===== src/rtl/gpio_bank_pkg.sv =====
package gpio_bank_pkg;

    // Word slot within a pad window: byte offset = slot * 4
    typedef enum logic [1:0] {
        SLOT_CFG0  = 2'd0,
        SLOT_CFG1  = 2'd1,
        SLOT_VALUE = 2'd2,
        SLOT_DFLT  = 2'd3
    } slot_e;

    localparam int WORD_W    = 32;
    localparam int FUNC_W    = 3;
    localparam int VAL_W     = 3;
    localparam int LVL_BIT   = 0;
    localparam int OEN_BIT   = 1;
    localparam int IEN_BIT   = 2;
    localparam int DEB_BIT   = 20;
    localparam int OD_BIT    = 31;
    localparam int WIN_SHIFT = 4;   // 16-byte window per pad

    localparam logic [VAL_W-1:0] VALUE_RST = 3'b110;

    typedef struct packed {
        logic [WORD_W-1:0] cfg0;
        logic [WORD_W-1:0] cfg1;
        logic [WORD_W-1:0] dflt;
        logic [VAL_W-1:0]  value;
    } pad_regs_t;

endpackage


===== src/rtl/gpio_addr_decode.sv =====
module gpio_addr_decode
    import gpio_bank_pkg::*;
#(
    parameter int NUM_PADS  = 8,
    parameter int BUS_AW    = 12,
    parameter int PAD_IDX_W = 3
) (
    input  logic [BUS_AW-1:0]    addr,
    output logic                 hit,
    output logic [PAD_IDX_W-1:0] pad_idx,
    output slot_e                slot
);
    localparam int FIELD_W = BUS_AW - WIN_SHIFT;
    localparam logic [FIELD_W-1:0] PAD_LIMIT = FIELD_W'(NUM_PADS);

    logic [FIELD_W-1:0] field;

    always_comb begin
        field   = addr[BUS_AW-1:WIN_SHIFT];
        pad_idx = field[PAD_IDX_W-1:0];
        slot    = slot_e'(addr[WIN_SHIFT-1:2]);
        hit     = (addr[1:0] == 2'b00) && (field < PAD_LIMIT);
    end
endmodule


===== src/rtl/gpio_pad_regs.sv =====
module gpio_pad_regs
    import gpio_bank_pkg::*;
(
    input  logic              clk,
    input  logic              rst_n,
    input  logic              wr_en,
    input  slot_e             slot,
    input  logic [WORD_W-1:0] wdata,
    output pad_regs_t         regs
);
    always_ff @(posedge clk) begin
        if (!rst_n) begin
            regs.cfg0  <= '0;
            regs.cfg1  <= '0;
            regs.dflt  <= '0;
            regs.value <= VALUE_RST;
        end else if (wr_en) begin
            unique case (slot)
                SLOT_CFG0:  regs.cfg0  <= wdata;
                SLOT_CFG1:  regs.cfg1  <= wdata;
                SLOT_VALUE: regs.value <= wdata[VAL_W-1:0];
                SLOT_DFLT:  regs.dflt  <= wdata;
            endcase
        end
    end
endmodule


===== src/rtl/gpio_in_sync.sv =====
module gpio_in_sync #(
    parameter int WIDTH = 8
) (
    input  logic             clk,
    input  logic             rst_n,
    input  logic [WIDTH-1:0] async_in,
    output logic [WIDTH-1:0] sync_out
);
    logic [WIDTH-1:0] meta_q;

    always_ff @(posedge clk) begin
        if (!rst_n) begin
            meta_q   <= '0;
            sync_out <= '0;
        end else begin
            meta_q   <= async_in;
            sync_out <= meta_q;
        end
    end
endmodule


===== src/rtl/gpio_pad_drive.sv =====
module gpio_pad_drive
    import gpio_bank_pkg::*;
(
    input  pad_regs_t         regs,
    output logic              drv_level,
    output logic              drv_oe,
    output logic              drv_ie,
    output logic [FUNC_W-1:0] drv_func,
    output logic              drv_od,
    output logic              drv_deb
);
    logic level, out_on;

    always_comb begin
        level     = regs.value[LVL_BIT];
        out_on    = !regs.value[OEN_BIT];
        drv_od    = regs.cfg0[OD_BIT];
        drv_deb   = regs.cfg0[DEB_BIT];
        drv_func  = regs.cfg0[FUNC_W-1:0];
        drv_ie    = !regs.value[IEN_BIT];
        if (drv_od) begin
            // open drain: only ever pulls low, releases for a high level
            drv_level = 1'b0;
            drv_oe    = out_on && !level;
        end else begin
            drv_level = level;
            drv_oe    = out_on;
        end
    end
endmodule


===== src/rtl/gpio_pad_bank.sv =====
module gpio_pad_bank
    import gpio_bank_pkg::*;
#(
    parameter int NUM_PADS = 8,
    parameter int BUS_AW   = 12
) (
    input  logic                       clk,
    input  logic                       rst_n,
    input  logic [BUS_AW-1:0]          bus_addr,
    input  logic                       bus_we,
    input  logic [31:0]                bus_wdata,
    output logic [31:0]                bus_rdata,
    input  logic [NUM_PADS-1:0]        pad_in,
    output logic [NUM_PADS-1:0]        pad_out,
    output logic [NUM_PADS-1:0]        pad_oe,
    output logic [NUM_PADS-1:0]        pad_ie,
    output logic [3*NUM_PADS-1:0]      pad_func,
    output logic [NUM_PADS-1:0]        pad_od_en,
    output logic [NUM_PADS-1:0]        pad_deb_en
);
    localparam int PAD_IDX_W = (NUM_PADS > 1) ? $clog2(NUM_PADS) : 1;

    logic                 dec_hit;
    logic [PAD_IDX_W-1:0] dec_idx;
    slot_e                dec_slot;
    pad_regs_t            regs [NUM_PADS];
    logic [NUM_PADS-1:0]  pad_sync;
    logic [WORD_W-1:0]    rd_next;

    gpio_addr_decode #(
        .NUM_PADS (NUM_PADS),
        .BUS_AW   (BUS_AW),
        .PAD_IDX_W(PAD_IDX_W)
    ) u_decode (
        .addr   (bus_addr),
        .hit    (dec_hit),
        .pad_idx(dec_idx),
        .slot   (dec_slot)
    );

    gpio_in_sync #(.WIDTH(NUM_PADS)) u_sync (
        .clk     (clk),
        .rst_n   (rst_n),
        .async_in(pad_in),
        .sync_out(pad_sync)
    );

    for (genvar g = 0; g < NUM_PADS; g++) begin : g_pad
        logic wr_sel;
        assign wr_sel = bus_we && dec_hit && (dec_idx == PAD_IDX_W'(g));

        gpio_pad_regs u_regs (
            .clk  (clk),
            .rst_n(rst_n),
            .wr_en(wr_sel),
            .slot (dec_slot),
            .wdata(bus_wdata),
            .regs (regs[g])
        );

        gpio_pad_drive u_drive (
            .regs     (regs[g]),
            .drv_level(pad_out[g]),
            .drv_oe   (pad_oe[g]),
            .drv_ie   (pad_ie[g]),
            .drv_func (pad_func[FUNC_W*g +: FUNC_W]),
            .drv_od   (pad_od_en[g]),
            .drv_deb  (pad_deb_en[g])
        );
    end

    always_comb begin
        rd_next = '0;
        if (dec_hit) begin
            unique case (dec_slot)
                SLOT_CFG0:  rd_next = regs[dec_idx].cfg0;
                SLOT_CFG1:  rd_next = regs[dec_idx].cfg1;
                SLOT_DFLT:  rd_next = regs[dec_idx].dflt;
                SLOT_VALUE: rd_next = {{(WORD_W-VAL_W){1'b0}},
                                       regs[dec_idx].value[IEN_BIT:OEN_BIT],
                                       regs[dec_idx].value[IEN_BIT] ?
                                           regs[dec_idx].value[LVL_BIT] :
                                           pad_sync[dec_idx]};
            endcase
        end
    end

    always_ff @(posedge clk) begin
        if (!rst_n) bus_rdata <= '0;
        else        bus_rdata <= rd_next;
    end
endmodule


===== config.mk =====
export PLATFORM = sky130hd
export DESIGN_NAME = gpio_pad_bank
export DESIGN_NICKNAME = d
export VERILOG_FILES = /design/src/rtl/gpio_bank_pkg.sv /design/src/rtl/gpio_addr_decode.sv /design/src/rtl/gpio_pad_regs.sv /design/src/rtl/gpio_in_sync.sv /design/src/rtl/gpio_pad_drive.sv /design/src/rtl/gpio_pad_bank.sv
export SDC_FILE = /design/constraint.sdc
export NUM_CORES = 2
export LEC_CHECK = 0
export ABC_AREA = 0
export BUFFER_PORTS_ARGS = -buffer_cell sky130_fd_sc_hd__buf_2
export CORE_MARGIN = 8
export CORE_UTILIZATION = 56
export CTS_CLUSTER_DIAMETER = 100
export CTS_CLUSTER_SIZE = 30
export DETAILED_ROUTE_END_ITERATION = 16
export PLACE_DENSITY = 0.76
export SYNTH_ARGS = -nofsm -noshare
export SYNTH_HDL_FRONTEND = slang
export SYNTH_HIERARCHICAL = 1
export SYNTH_SLANG_ARGS = --single-unit

===== constraint.sdc =====
create_clock -name clk -period 2.75 [get_ports clk]
set_input_delay 0.55 -clock clk [delete_from_list [all_inputs] [get_ports clk]]
set_output_delay 0.55 -clock clk [all_outputs]
set_load 0.02 [all_outputs]

## Word-level counts from Yosys, hierarchy flattened

Index checks and enable logic that the tools add are counted.

| word-level totals | value |
|---|---|
| register bits | 840 |
| output and inout bits | 96 |
| latch bits | 0 |
| logic and storage cells | 150 |
| memories | 0 |
| memory bits (read-only) | 0 |
| bits in writable memories | 0 |

| cells by class | value |
|---|---|
| reduce and logical (&&, ||, !) cells | 78 |
| bitwise operators | 1 |
| divide/modulo/power cells | 0 |
| shift operators | 0 |
| $lt $le $gt $ge | 3 |
| equal/unequal tests | 10 |
| muxes and demuxes | 23 |
| $mul | 0 |
| $add $sub $neg | 0 |

Operators by type and width:

| cell | count |
|---|---|
| binary-select mux 99 bit (select 3 bit) | 1 |
| 2-to-1 mux 99 bit | 2 |
| case mux 32 bit (4 select lines) | 1 |
| AND reduction 2 bit | 33 |
| logical NOT 1 bit | 24 |
| logical AND 1 bit | 18 |
| 2-to-1 mux 1 bit | 18 |
| == test 3 bit, second input constant | 4 |
| less-than comparator 8 x 4 -> 1 bit, second input constant | 1 |
| == test 3 x 2 -> 1 bit, second input constant | 2 |
| == test 2 bit, second input constant | 2 |
| >= comparator 4 bit, second input constant | 1 |
| logical NOT 2 bit | 2 |
| less-than comparator 3 x 4 -> 1 bit, second input constant | 1 |
| NOT 3 -> 4 bit | 1 |
| binary-select mux 1 bit (select 3 bit) | 1 |
| == test 3 x 1 -> 1 bit, second input constant | 1 |
| logical NOT 3 bit | 1 |
| == test 2 x 1 -> 1 bit, second input constant | 1 |

## Depth between registers and ports, before layout

| depth | value |
|---|---|
| depth after elaboration | 6 |
| depth in mapped cells | 12 |

## Cells and area by module

Netlist, hierarchy kept.

By module, submodules not included:

| module | cells an instance | area an instance (um2) | instances |
|---|---|---|---|
| gpio_pad_regs | 361 | 3732.3 | 8 |
| gpio_pad_bank | 454 | 7043.0 | 1 |
| gpio_pad_drive | 8 | 58.8 | 8 |
| gpio_in_sync | 33 | 446.7 | 1 |
| gpio_addr_decode | 7 | 57.6 | 1 |

## Worst setup path before layout

No wires, ideal clock.

| timing | value |
|---|---|
| kind | input to register |
| from | input port bus_addr[5] |
| to | register, netlist name g_pad[2].u_regs/regs[68] |
| stages | 11 |
| library setup time | 0.072 ns |
| slack | -0.097 ns |
| required time | 2.678 ns |
| path buffers | 7 |
| arrival time | 2.776 ns |
| cell sequence | buf_4 buf_2 buf_2 buf_2 clkbuf_1 nand3_1 nor3_1 nor3b_2 buf_6 buf_12 mux2i_1 |

| on the way | value |
|---|---|
| cells in the longest elaborated chain, start to end | 5 |
| elaborated cells between the ends (all ways) | 6 |
| those cells by class | 1 x order compare; 1 x eq/ne; 4 x reduce/logical |

RTL lines:

| what | RTL line | text |
|---|---|---|
| start, declared | gpio_pad_bank.sv:9 | `input logic [BUS_AW-1:0] bus_addr,` |
| less-than comparator 8 x 4 -> 1 bit | gpio_addr_decode.sv:22 | `hit = (addr[1:0] == 2'b00) && (field < PAD_LIMIT);` |
| logical AND 1 bit | gpio_addr_decode.sv:22 |  |
| logical AND 1 bit | gpio_pad_bank.sv:50 | `assign wr_sel = bus_we && dec_hit && (dec_idx == PAD_IDX_W'(g));` |
| logical AND 1 bit * | gpio_pad_bank.sv:50 |  |
| net g_pad[2].wr_sel | gpio_pad_bank.sv:49 | `logic wr_sel;` |
| AND reduction 2 bit (no source line) * | -- |  |

Mark *: on every way through the listed nets, which the timed path passes. The rest lies on a longest branch.
A chain may end at the register's enable or synchronous reset.

## Final worst setup path

| timing | value |
|---|---|
| from | input port bus_addr[10] |
| to | register, netlist name g_pad[3].u_regs/regs[72] |

| on the way | value |
|---|---|
| cells in the longest elaborated chain, start to end | 5 |

RTL lines:

| what | RTL line | text |
|---|---|---|
| less-than comparator 8 x 4 -> 1 bit | gpio_addr_decode.sv:22 |  |
| logical AND 1 bit | gpio_addr_decode.sv:22 |  |
| net dec_hit | gpio_pad_bank.sv:23 | `logic dec_hit;` |
| logical AND 1 bit (2 in a row) | gpio_pad_bank.sv:50 |  |
| net g_pad[3].wr_sel | gpio_pad_bank.sv:49 |  |
| AND reduction 2 bit (no source line) | -- |  |

The timed path passes the listed nets, and every way through them passes these cells.

==> load_flow_metrics.sql <==
INSERT INTO impl_metrics (metric_group, metric, value, unit) VALUES
('synth', 'post-synth-top-count-cell', 'nand2_1', ''),
('routing', 'drcViolationCount', '0', ''),
('clock_tree', 'clock_latency', '0.61', 'ns'),
('routing', 'detail_routed_via_count_per_cell', '5.97', ''),
('global_route', 'grt_pass1_wl', '155', 'mm'),
('cells_and_area', 'syn_to_final_growth', '7.28', '%'),
('setup_path', 'crit_fanout', '12', ''),
('clock_tree', 'root_buffer', 'clkbuf_16', ''),
('timing', 'timing.slew.headroom', '65.2', '%'),
('floorplan', 'floorplan.die.height', '276', 'microns'),
('placed_design', 'port_buffers', '150', ''),
('global_route', 'antenna_found_initial', '3', ''),
('timing', 'finalSetupViolCount', '0', ''),
('synth', 'synth_nets', '3501', ''),
('power', 'power.density', '484', 'nW/um^2'),
('global_route', 'via_count_of_the_first_global_routing_pass', '26100', ''),
('synth', 'synth_common_cells', 'nand2_1, dfxtp_1, mux2i_1, mux4_2, buf_2', ''),
('floorplan', 'chipWidth', '276', 'microns'),
('clock_tree', 'tritoncts_clock_tree', 'yes', ''),
('synth', 'synth_seq_cells', '840', ''),
('synth', 'ys.warnings.count', '6', ''),
('clock_tree', 'cts_buffers', '34', ''),
('outcome', 'status', 'finished clean', ''),
('floorplan', 'die_area', '76200', 'sq um'),
('synth', 'ys_types', '37', ''),
('clock_tree', 'clockBufferDepth', '3', ''),
('setup_path', 'path_cells', 'buf_2, or4_1, nor4_2, buf_4, nand3_1, nor2_1, nor3b_4, buf_12, mux2i_1', ''),
('timing', 'grt_setup_unrepaired', 'no', ''),
('hold_path', 'min_path_type', 'primary input to register', ''),
('power', 'cell_internal_pwr', '15.0', 'mW'),
('synth', 'synth_async_sr_flop_share', '0', '%'),
('routing', 'ant_nets', '0', ''),
('setup_path', 'worst-setup-path-type', 'primary input to register', ''),
('setup_path', 'crit_path_end_kind', 'register', ''),
('timing', 'report.final.slew_viol_count', '0', ''),
('setup_path', 'timing.critical_path.slowest_cell_delay', '0.53', 'ns'),
('placed_design', 'place.detailed.hpwl', '68.9', 'mm'),
('synth', 'avgSynthCellArea', '11.0', 'sq um'),
('power', 'p_comb_share', '5.9', '%'),
('synth', 'yosys.area.top_type_share', '44.4', '%'),
('synth', 'netlist_area', '37900', 'sq um'),
('clock_tree', 'clock_h_tree_levels', '2', ''),
('placed_design', 'placedInstanceArea', '39700', 'sq um'),
('cells_and_area', 'post_route_cells_drive_above_1_share', '18.5', '%'),
('power', 'power.switching_fraction', '23.5', '%'),
('cells_and_area', 'filler_cell_count', '5390', ''),
('synth', 'library_cell_occupying_the_most_area_in_the_post_synthesis_netlist', 'dfxtp_1', ''),
('synth', 'synth_sequential_area_ratio', '44.4', '%'),
('synth', 'syn_inst', '3446', ''),
('clock_tree', 'post-cts-setup-buffer-count', '0', ''),
('timing', 'final_period_minus_worst_setup_slack', '2.49', 'ns'),
('run', 'max_cap_violations', '0', ''),
('routing', 'dr_total_vias', '26000', ''),
('clock_tree', 'post_cts_hold_buffer_count', '0', ''),
('floorplan', 'rows', '95', ''),
('cells_and_area', 'final-seq-area', '16800', 'sq um'),
('placed_design', 'post-place-cells', '4321', ''),
('synth', 'synthTopCellsByArea', 'dfxtp_1, mux2i_1, mux4_2, nand2_1, buf_6', ''),
('setup_path', 'timing.critical_path.from_type', 'primary input', ''),
('cells_and_area', 'design_area', '40600', 'sq um'),
('power', 'worst_ir_drop_vdd', '453', 'uV'),
('synth', 'ys_dominant_reg_cell', 'dfxtp_1', ''),
('cells_and_area', 'multi_input_area', '18500', 'sq um'),
('placed_design', 'gpl.final_weighted_congestion', '0.862', ''),
('timing', 'tightest_slew', '0.522', 'ns'),
('floorplan', 'initial_core_util', '56.5', '%'),
('power', 'net-switching-power', '4.63', 'mW'),
('synth', 'synth_enable_flop_cells', '0', ''),
('clock_tree', 'post_cts_sizing_count', '0', ''),
('timing', 'timing.final.crit_share', '90.6', '%'),
('setup_path', 'worst_ep_required_time', '3.28', 'ns');
==> sequential cells by signal, indices dropped and copies added (netlist names) <==
name               cells
g_pad.u_regs/regs    792
u_sync/sync_out        8
bus_rdata             32
u_sync/meta_q          8
==> power groups by stage <==
| stage | sequential, mW | clock (mW) | combinational [mW] |
|---|---|---|---|
| global placement | 12.5 | 0 | 1.15 |
| detailed placement | 12.5 | 0 | 1.15 |
| finish | 12.2 | 6.35 | 1.16 |
| CTS | 12.2 | 6.44 | 1.15 |
| global route | 12.2 | 6.82 | 1.23 |
| floorplan | 12.5 | 0 | 0.757 |
==> layout by cell type, fill, tap and decap left out, types with 2 or more instances in the layout <==
cell type / synthesis / final
a21oi_2: 8 / 8
and2_1: 4 / 4
and2_2: 12 / 12
and3b_1: 8 / 8
buf_12: 24 / 74
buf_2: 112 / 145
buf_4: 59 / 100
buf_8: 0 / 3
clkbuf_16: 0 / 37
clkinv_1: 20 / 20
dfxtp_1: 840 / 840
inv_1: 33 / 33
inv_8: 0 / 2
mux2_2: 3 / 3
mux2i_1: 812 / 812
mux4_2: 231 / 231
nand2_1: 1034 / 1034
nand2b_1: 3 / 3
nand3_4: 0 / 8
nand3b_1: 11 / 11
nand4b_1: 16 / 16
nor2_1: 8 / 8
nor2b_2: 8 / 8
nor3_2: 0 / 2
nor3b_4: 0 / 8
o211ai_1: 16 / 16
o22ai_1: 29 / 29
==> metrics by stage <==
step,utilization (%),total power [mW],hold slack (ns),TNS (ns),worst slack [ns]
after floorplan,-,13.2,0.412,0,0.0130
after global placement,59.2,13.6,0.415,-121.90,-0.294
after detailed placement,59.2,13.6,0.426,-106.36,-0.310
after CTS,60.6,19.8,0.150,0,0.316
after global routing,60.6,20.2,0.167,0,0.114
final,60.6,19.7,0.171,0,0.259
==> routing by layer <==
layer	up-vias	track usage [%]	part of all wire, %
met5	-	0	0.0089
met3	175	5.70	7.8
met2	874	42.1	47
met1	13100	33.5	42
li1	11900	-	-
met4	2	8.27	3.1
==> worst register-to-register path, stage by stage (launching register included) <==
cell      delay [ns]
dfxtp_1         0.43
mux4_2          0.52
mux2_2          0.36
mux2i_1         0.17
nand3b_1        0.09
a41oi_1         0.29
==> cells by family (layout without fill, tap and decap cells) <==
| kind of cell | after synthesis | count (layout) | share of synthesized area [%] |
|---|---|---|---|
| AO/OA/AOI/OAI | 58 | 58 | 1.08 |
| buffers and inverters | 373 | 417 | 6.97 |
| flip-flops | 840 | 840 | 44.4 |
| multiplexers | 1046 | 1046 | 35.3 |
| AND/OR/NAND/NOR | 1129 | 1129 | 12.3 |
==> final timing paths <==
check,slack [ns],cells after the start,startpoint,to
worst max-delay path,0.26,9,bus_addr[10],g_pad[3].u_regs/regs[72]$_SDFFE_PN0P_
worst min register to register,0.44,1,u_sync/meta_q[3]$_SDFF_PN0_,u_sync/sync_out[3]$_SDFF_PN0_
worst min-delay path,0.17,2,pad_in[2],u_sync/meta_q[2]$_SDFF_PN0_
worst max register to register,0.79,5,g_pad[7].u_regs/regs[2]$_SDFFE_PN1P_,bus_rdata[0]$_SDFF_PN0_
==> final cells by class <==
type                            instances  area share, %
Multi-Input combinational cell       2233           45.6
Timing Repair Buffer                  322           7.39
Inverter                               53          0.490
Sequential cell                       840           41.4
Clock buffer                           38           2.31
Tap cell                              873           2.69
Clock inverter                          4         0.0893
Note: power is estimated with default switching activity, not from simulation.
